`src/rtl/vga_stripe_gen.sv`:
```
module vga_stripe_gen #(
  parameter int H_VIS        = 640,
  parameter int H_FP         = 16,
  parameter int H_SYNC       = 96,
  parameter int H_BP         = 48,
  parameter int V_VIS        = 480,
  parameter int V_FP         = 10,
  parameter int V_SYNC       = 2,
  parameter int V_BP         = 29,
  parameter int STRIPE_SHIFT = 4,
  localparam int H_TOTAL = H_VIS + H_FP + H_SYNC + H_BP,
  localparam int V_TOTAL = V_VIS + V_FP + V_SYNC + V_BP,
  localparam int CW      = $clog2(H_TOTAL),
  localparam int RW      = $clog2(V_TOTAL)
) (
  input  logic          clk,
  input  logic          rst_n,
  output logic          hsync_n,
  output logic          vsync_n,
  output logic          active,
  output logic [CW-1:0] col,
  output logic [RW-1:0] row,
  output logic [7:0]    rgb
);
  localparam int OW     = 8 + STRIPE_SHIFT;
  localparam int HS_BEG = H_VIS + H_FP;
  localparam int HS_END = HS_BEG + H_SYNC;
  localparam int VS_BEG = V_VIS + V_FP;
  localparam int VS_END = VS_BEG + V_SYNC;

  logic [CW-1:0] hc;
  logic [RW-1:0] vc;
  logic [OW-1:0] off;

  wire h_last = (hc == CW'(H_TOTAL - 1));
  wire v_last = (vc == RW'(V_TOTAL - 1));
  wire v_end_vis = (vc == RW'(V_VIS - 1));

  wire vis = (hc < CW'(H_VIS)) && (vc < RW'(V_VIS));
  wire hs  = (hc >= CW'(HS_BEG)) && (hc < CW'(HS_END));
  wire vs  = (vc >= RW'(VS_BEG)) && (vc < RW'(VS_END));
  wire [OW-1:0] sum = off + OW'(hc);
  wire [7:0] pix = vis ? sum[OW-1 -: 8] : 8'd0;

  always_ff @(posedge clk) begin
    if (!rst_n) begin
      hc  <= '0;
      vc  <= '0;
      off <= '0;
    end else begin
      hc <= h_last ? '0 : hc + 1'b1;
      if (h_last) begin
        vc <= v_last ? '0 : vc + 1'b1;
        if (v_end_vis) off <= off + 1'b1;
      end
    end
  end

  always_ff @(posedge clk) begin
    if (!rst_n) begin
      hsync_n <= 1'b1;
      vsync_n <= 1'b1;
      active  <= 1'b0;
      col     <= '0;
      row     <= '0;
      rgb     <= 8'd0;
    end else begin
      hsync_n <= ~hs;
      vsync_n <= ~vs;
      active  <= vis;
      col     <= hc;
      row     <= vc;
      rgb     <= pix;
    end
  end

  p_col_wrap_r2: assert property (@(posedge clk) disable iff (!rst_n)
    (col == CW'(H_TOTAL - 1)) |=> (col == '0) && (row != $past(row)));

  p_hs_start_r3: assert property (@(posedge clk) disable iff (!rst_n)
    $fell(hsync_n) |-> (col == CW'(HS_BEG)));

  p_hs_width_r3: assert property (@(posedge clk) disable iff (!rst_n)
    (!hsync_n && col != CW'(HS_END - 1)) |=> !hsync_n);

  p_vs_rows_r4: assert property (@(posedge clk) disable iff (!rst_n)
    !vsync_n |-> (row >= RW'(VS_BEG)) && (row < RW'(VS_END)));

  p_act_area_r5: assert property (@(posedge clk) disable iff (!rst_n)
    active |-> (col < CW'(H_VIS)) && (row < RW'(V_VIS)));

  p_dark_r6: assert property (@(posedge clk) disable iff (!rst_n)
    !active |-> (rgb == 8'd0));

  p_off_step_r8: assert property (@(posedge clk) disable iff (!rst_n)
    (off != $past(off)) |-> (hc == '0) && (vc == RW'(V_VIS)));
endmodule

```
`config.mk`:
```
export PLATFORM = sky130hd
export DESIGN_NAME = vga_stripe_gen
export DESIGN_NICKNAME = d
export VERILOG_FILES = /design/src/rtl/vga_stripe_gen.sv
export SDC_FILE = /design/constraint.sdc
export NUM_CORES = 1
export LEC_CHECK = 0
export BUFFER_PORTS_ARGS = -buffer_cell sky130_fd_sc_hd__buf_2
export CORE_ASPECT_RATIO = 0.75
export CORE_MARGIN = 1
export CORE_UTILIZATION = 45
export DETAILED_ROUTE_END_ITERATION = 7
export REMOVE_ABC_BUFFERS = 1
export SETUP_SLACK_MARGIN = 0.15
export SYNTH_ARGS = -nofsm -noshare
export SYNTH_HDL_FRONTEND = slang
export SYNTH_SLANG_ARGS = --single-unit
```
`constraint.sdc`:
```
create_clock -name clk -period 4.14 [get_ports clk]
set_clock_uncertainty 0.2 [all_clocks]
set_input_delay 0.828 -clock clk [delete_from_list [all_inputs] [get_ports clk]]
set_output_delay 0.828 -clock clk [all_outputs]
set_load 0.005 [all_outputs]
```
==> impl_metrics.ini, run 1 <==
[worst_setup_path]
reg2reg_from = hc[5]
cp-end-kind = flop
path_delay_family = simple AND/OR/NAND/NOR gates
crit_path_end = rgb[7]
arrival_ns = 2.52
critPathKind = reg2reg
reg2reg_slack_ns = 1.64
critPathBufInv = 0
critPathMaxFanout = 10
cp-startpoint = hc[5]
rr_worst_depth = 6
path_depth = 6
worst_setup_path_start_kind = flop
cpPeakStageDelay_ns = 0.59
cp_slowest_cell = dfxtp_1
required_ns = 4.16
reg2reg_to = rgb[7]
path_cells = ha_1, nand2_1, nor4_1, o32ai_1, and4b_1, a211o_1

[final_layout]
nets = 362
fin_util = 0.538
area_growth_pct = 12.8
diodes = 0
drive_gt1_frac = 0.157

[die]
dieWidth_um = 93.7
core_area_mm2 = 0.00595
die_y_um = 70.7
start_util = 0.477
std_cell_rows = 24
dieArea_mm2 = 0.00663
io_pins = 33

[synth]
ys_warn_count = 0
yosysUniqueCellTypes = 44
synth_top_area_frac = 0.445
synth_area_leaders = dfxtp_1, ha_1, nor2_1
async_flop_share = 0
post-synth-top-area-cell = dfxtp_1
synth_flop_cell = dfxtp_1
syn_area_mm2 = 0.00284
postSynthCellCount = 314
synth_edf_count = 0
ys_seq_area_frac = 0.445
ys_ff_latch = 63
syn_area_per_cell_um2 = 9.03

[power_and_ir_drop]
power_density_mw_per_mm2 = 349
p_leak_nw = 1.32
peakVddDrop_mv = 0.198

[clock_network]
numCtsBuffers = 9
path_clk_slew_ns = 0.07
cts.hold.buffers_added = 0
postCtsResizedCells = 0
clockBufferDepth = 2
clock_latency_ns = 0.33
postCtsSetupRepairBufs = 0
cts_tree = yes
ctsHtreeMaxLevel = 3
clock-root-buffer = clkbuf_8
numClockSinks = 63

[place]
numPortBuffers = 32
gp_congestion = 0.812
place_ws_ns = 1.66
dp_hpwl_um = 4120

[detailed_routing]
drc = 0
drt_pre_antenna_iters = 4
ant_nets = 0
drt-total-wl_um = 5850
viasPerCell = 5.13
drtIter0Drc = 124
wl_per_cell_um = 13.6
num_vias = 2201

[timing]
grt_setup_unrepaired = false
drv_slew = 0
tightest_slew_ns = 0.681
setup_viol = 0
fin_tns_setup_ns = 0
max-slew-margin-rel = 0.545
finalHoldViolCount = 0
clock.fmax_mhz = 400
fin_crit_sh = 0.604
min_period_ns = 2.50
fin_ws_ns = 1.64

[global_routing]
track_usage = 0.198
grt_pass1_vias = 2102
antenna_found_initial = 0
grt_max_degree = 24
grt_remaining_overflow = 0
grt_pass1_wl_um = 10100

[job]
max_cap_violations = 0

[run_status]
status = completed

[worst_hold_path]
hold_class = reg2reg
==> per-layer routing <==
metal  share of wire  GRT usage  up-vias
li1                -          -     1163
met1            0.54      0.284      993
met2            0.42      0.285       43
met3           0.045     0.0516        2
met4          0.0041     0.0735        0
met5               0          0        -
==> cells by family after synthesis <==
logic type | Yosys count | share of synthesized area
buffers and inverters | 24 | 0.0428
adder cells (fa/ha/maj) | 14 | 0.0618
multiplexers | 1 | 0.00353
XOR/XNOR | 24 | 0.0741
AO/OA/AOI/OAI | 35 | 0.0733
AND/OR/NAND/NOR | 153 | 0.300
flip-flops | 63 | 0.445
==> state kept, by name, summed over array words and instances (netlist names), 8 cells and up <==
name / cells
row: 10
rgb: 8
col: 10
hc: 10
off: 12
vc: 10
==> layout by cell type (no fill, tap or decap), types with 2 or more instances in the layout <==
master	netlist	final
nor3b_1	3	3
nand4_1	9	9
nor3_1	13	13
buf_2	1	32
ha_1	14	14
clkbuf_1	5	2
and3_1	6	6
xnor2_1	14	14
and4_1	3	3
o31ai_1	4	4
inv_1	13	13
clkbuf_8	0	11
nor4b_1	2	2
or3_1	4	4
o21a_1	2	2
and2_1	16	16
nor2_1	39	39
clkinv_2	0	2
nand2_1	19	19
xor2_1	10	10
a21oi_1	12	12
or4_1	4	4
nand3_1	16	16
and3_2	3	3
o21ai_0	10	10
nor4_1	6	6
dfxtp_1	63	63
nand4b_1	2	2
==> area by class of cell <==
class / count / area, um^2
Clock buffer: 13 / 159
Clock inverter: 3 / 17.5
Fill cell: 561 / 2750
Inverter: 13 / 48.8
Multi-Input combinational cell: 227 / 1450
Sequential cell: 63 / 1260
Tap cell: 78 / 97.6
Timing Repair Buffer: 32 / 160
==> worst min-delay path by stage <==
stage / startpoint / to / slack (ns) / cells past startpoint
5_1_grt: off[1] / off[1] / 0.32 / 2
2_1_floorplan: hc[0] / hc[0] / 0.26 / 1
3_3_place_gp: off[6] / off[6] / 0.28 / 2
6_report: off[6] / off[6] / 0.31 / 2
3_5_place_dp: off[6] / off[6] / 0.30 / 2
4_1_cts: off[6] / off[6] / 0.31 / 2
==> where the power goes <==
group,leakage (nW),total (W),switching (W),internal (W)
Sequential,0.509,0.000615,0.00000444,0.000610
Combinational,0.723,0.0000227,0.0000162,0.00000654
Clock,0.0894,0.000477,0.000228,0.000248
==> worst min-delay path, cell delays in order, from the launching register on <==
cell	delay (ns)
dfxtp_1	0.34
o31ai_1	0.07
a21oi_1	0.06
==> synth_stat cells (4+ instances only) <==
cell type	count
dfxtp_1	63
o31ai_1	4
a21oi_1	12
o21ai_0	10
clkbuf_1	5
nand2_1	19
ha_1	14
nand3_1	16
nor2_1	39
xor2_1	10
nor4_1	6
xnor2_1	14
nand4_1	9
and3_1	6
or3_1	4
nor3_1	13
inv_1	13
and2_1	16
or4_1	4
==> through the flow <==
| step | area [um^2] | total power, W | hold WS, ns | cells |
|---|---|---|---|---|
| finish | 3200 | 0.00111 | 0.309 | 429 |
| global route | 3200 | 0.00116 | 0.315 | 429 |
| CTS | 3200 | 0.00113 | 0.308 | 429 |
| detailed placement | 3020 | 0.000652 | 0.299 | 413 |
| global placement | 3020 | 0.000652 | 0.283 | 413 |
| floorplan | 2760 | 0.000640 | 0.261 | 303 |
Power figures use the tool's default switching activity.
==> run 2, diff against run 1 <==
--- a/config.mk
+++ b/config.mk
@@ -5,11 +5,13 @@
 export SDC_FILE = /design/constraint.sdc
 export NUM_CORES = 1
 export LEC_CHECK = 0
+export ABC_AREA = 1
 export BUFFER_PORTS_ARGS = -buffer_cell sky130_fd_sc_hd__buf_2
 export CORE_ASPECT_RATIO = 0.75
 export CORE_MARGIN = 1
 export CORE_UTILIZATION = 45
 export DETAILED_ROUTE_END_ITERATION = 7
+export PLACE_DENSITY = 0.66
 export REMOVE_ABC_BUFFERS = 1
 export SETUP_SLACK_MARGIN = 0.15
 export SYNTH_ARGS = -nofsm -noshare
==> constraint.sdc (replaced) <==
create_clock -name clk -period 2.15 [get_ports clk]
set_clock_uncertainty 0.2 [all_clocks]
set_input_delay 0.43 -clock clk [delete_from_list [all_inputs] [get_ports clk]]
set_output_delay 0.43 -clock clk [all_outputs]
set_load 0.005 [all_outputs]
==> run 2 against run 1 <==
Against the previous run: clock power up 140%; hold slack got worse by 0.076 ns; count of clock-buffer cells in the layout down 4; register-to-register slack got worse by 1.3 ns; via count rose by 35%; total power grew 110%; critical endpoint is now rgb[6].
==> impl_metrics.ini, run 2 <==
[run_status]
status = completed

[clock_network]
cts_tree = yes
numClockSinks = 63
clock-root-buffer = clkbuf_8
path_clk_slew_ns = 0.07
clockBufferDepth = 2
numCtsBuffers = 9
clock_latency_ns = 0.35
ctsHtreeMaxLevel = 3

[die]
core_area_mm2 = 0.00683
dieArea_mm2 = 0.00744
dieWidth_um = 99.3
start_util = 0.467
die_y_um = 75.0
std_cell_rows = 26
io_pins = 33

[global_routing]
grt_max_degree = 19
track_usage = 0.208
antenna_found_initial = 0
grt_remaining_overflow = 0
grt_pass1_vias = 2575
grt_pass1_wl_um = 11900

[job]
max_cap_violations = 0

[place]
gp_congestion = 0.877
place_inst = 581
numPortBuffers = 32
dp_hpwl_um = 5160

[worst_setup_path]
path_delay_family = flip-flops
cpPeakStageDelay_ns = 0.45
cp-end-kind = flop
critPathBufInv = 0
path_cells = ha_1, a21oi_1, o21ai_0, nand2_1, nand3_1, nor2_1, nor2_1
cp-startpoint = off[5]
worst_setup_path_start_kind = flop
reg2reg_from = off[5]
critPathKind = reg2reg
crit_top_cell = nor2_1
critPathMaxFanout = 5
cp_slowest_cell = dfxtp_1
required_ns = 2.19
arrival_ns = 1.85

[synth]
ys_seq_area_frac = 0.395
post-synth-top-area-cell = dfxtp_1
syn_area_mm2 = 0.00319
synth_edf_count = 0
synth_flop_cell = dfxtp_1
synth.most_common_cell = nand2_1
synth_area_leaders = dfxtp_1, nand2_1, inv_1
yosysUniqueCellTypes = 30
ys_ff_latch = 63
synth_top_area_frac = 0.395
ys_top_cells_by_count = nand2_1, inv_1, dfxtp_1
syn_area_per_cell_um2 = 6.85
async_flop_share = 0
postSynthCellCount = 466
ys_warn_count = 0

[timing]
finalHoldViolCount = 0
fin_tns_setup_ns = 0
fin_crit_sh = 0.843
clock.fmax_mhz = 551
tightest_slew_ns = 0.482
max-slew-margin-rel = 0.679
grt_setup_unrepaired = false
drv_slew = 0
min_period_ns = 1.81
setup_viol = 0

[final_layout]
final_cells = 603
largest_reg_flops = 12
layout_common_cells = nand2_1, inv_1, dfxtp_1
nets = 530
largest-register = off
diodes = 0
drive_gt1_frac = 0.146
multi_input_area_mm2 = 0.00159
final_common_cell = nand2_1
nFillCells = 656
area_growth_pct = 17.6
seq_area_mm2 = 0.00126

[power_and_ir_drop]
p_leak_nw = 1.87
power_density_mw_per_mm2 = 632
peakVddDrop_mv = 0.332

[worst_hold_path]
hold_class = in2reg
hp-start = rst_n

[detailed_routing]
num_vias = 2971
ant_nets = 0
wl_per_cell_um = 11.8
viasPerCell = 4.93
drc = 0
drt-total-wl_um = 7110
drtIter0Drc = 132
drt_pre_antenna_iters = 5
## run 2: final timing paths
kind	endpoint	slack [ns]	cells after the start
setup / recovery	rgb[6]	0.34	7
hold / removal	vsync_n	0.23	2
setup reg to reg	rgb[6]	0.34	7
hold reg to reg	hc[0]	0.26	1
## run 2: power by group
part / leakage [nW] / switching, W / internal, W / total, W
logic: 1.25 / 0.0000330 / 0.0000178 / 0.0000508
registers: 0.509 / 0.00000787 / 0.00118 / 0.00118
clock network: 0.105 / 0.000486 / 0.000653 / 0.00114
## run 2: worst reg2reg max path, cell delays in order, from the launching register on
cell and delay (ns):
dfxtp_1 0.45, ha_1 0.33, a21oi_1 0.24, o21ai_0 0.17, nand2_1 0.09, nand3_1 0.09
nor2_1 0.11, nor2_1 0.05
## run 2: repair_timing
item,in CTS,in global routing
resized for setup,0,5
setup endpoints to repair,2,19
hold buffers,0,0
setup buffers,2,4
pin swaps,0,1
## run 2: kinds of logic (layout without fill, tap and decap cells)
| logic type | count (synthesis) | after routing | synth area share |
|---|---|---|---|
| AOI/OAI and AO/OA | 60 | 60 | 0.101 |
| xor gates and xnor gates | 9 | 9 | 0.0247 |
| and+or+nand+nor | 229 | 229 | 0.313 |
| adders and majority gates | 14 | 14 | 0.0549 |
| DFF | 63 | 63 | 0.395 |
| buffers and inverters | 91 | 144 | 0.111 |
## run 2: final cells by class
type | count | share of cell area
inverter | 81 | 0.0810
clock buffer | 9 | 0.0330
timing repair buffer | 47 | 0.0727
tap | 84 | 0.0280
clock inverter | 7 | 0.0260
sequential | 63 | 0.337
multi-input combinational | 312 | 0.423
## run 2: routing by layer
layer,track usage,routed length [um],up-vias,part of all wire
met5,0,0,-,0
met4,0.0637,65,0,0.0091
met3,0.0650,374,7,0.053
met2,0.323,3040,80,0.43
met1,0.278,3630,1332,0.51
li1,-,-,1552,-
## run 2: metrics by stage
stage	utilization	area [um^2]	power, W	hold slack (ns)	worst slack, ns
final	0.549	3750	0.00237	0.233	0.336
after CTS	0.543	3710	0.00240	0.223	0.198
after detailed placement	0.509	3470	0.00126	0.248	0.169
after floorplan	-	3140	0.00123	0.224	0.358
after global routing	0.549	3750	0.00246	0.240	0.154
after global placement	0.509	3470	0.00126	0.240	0.292
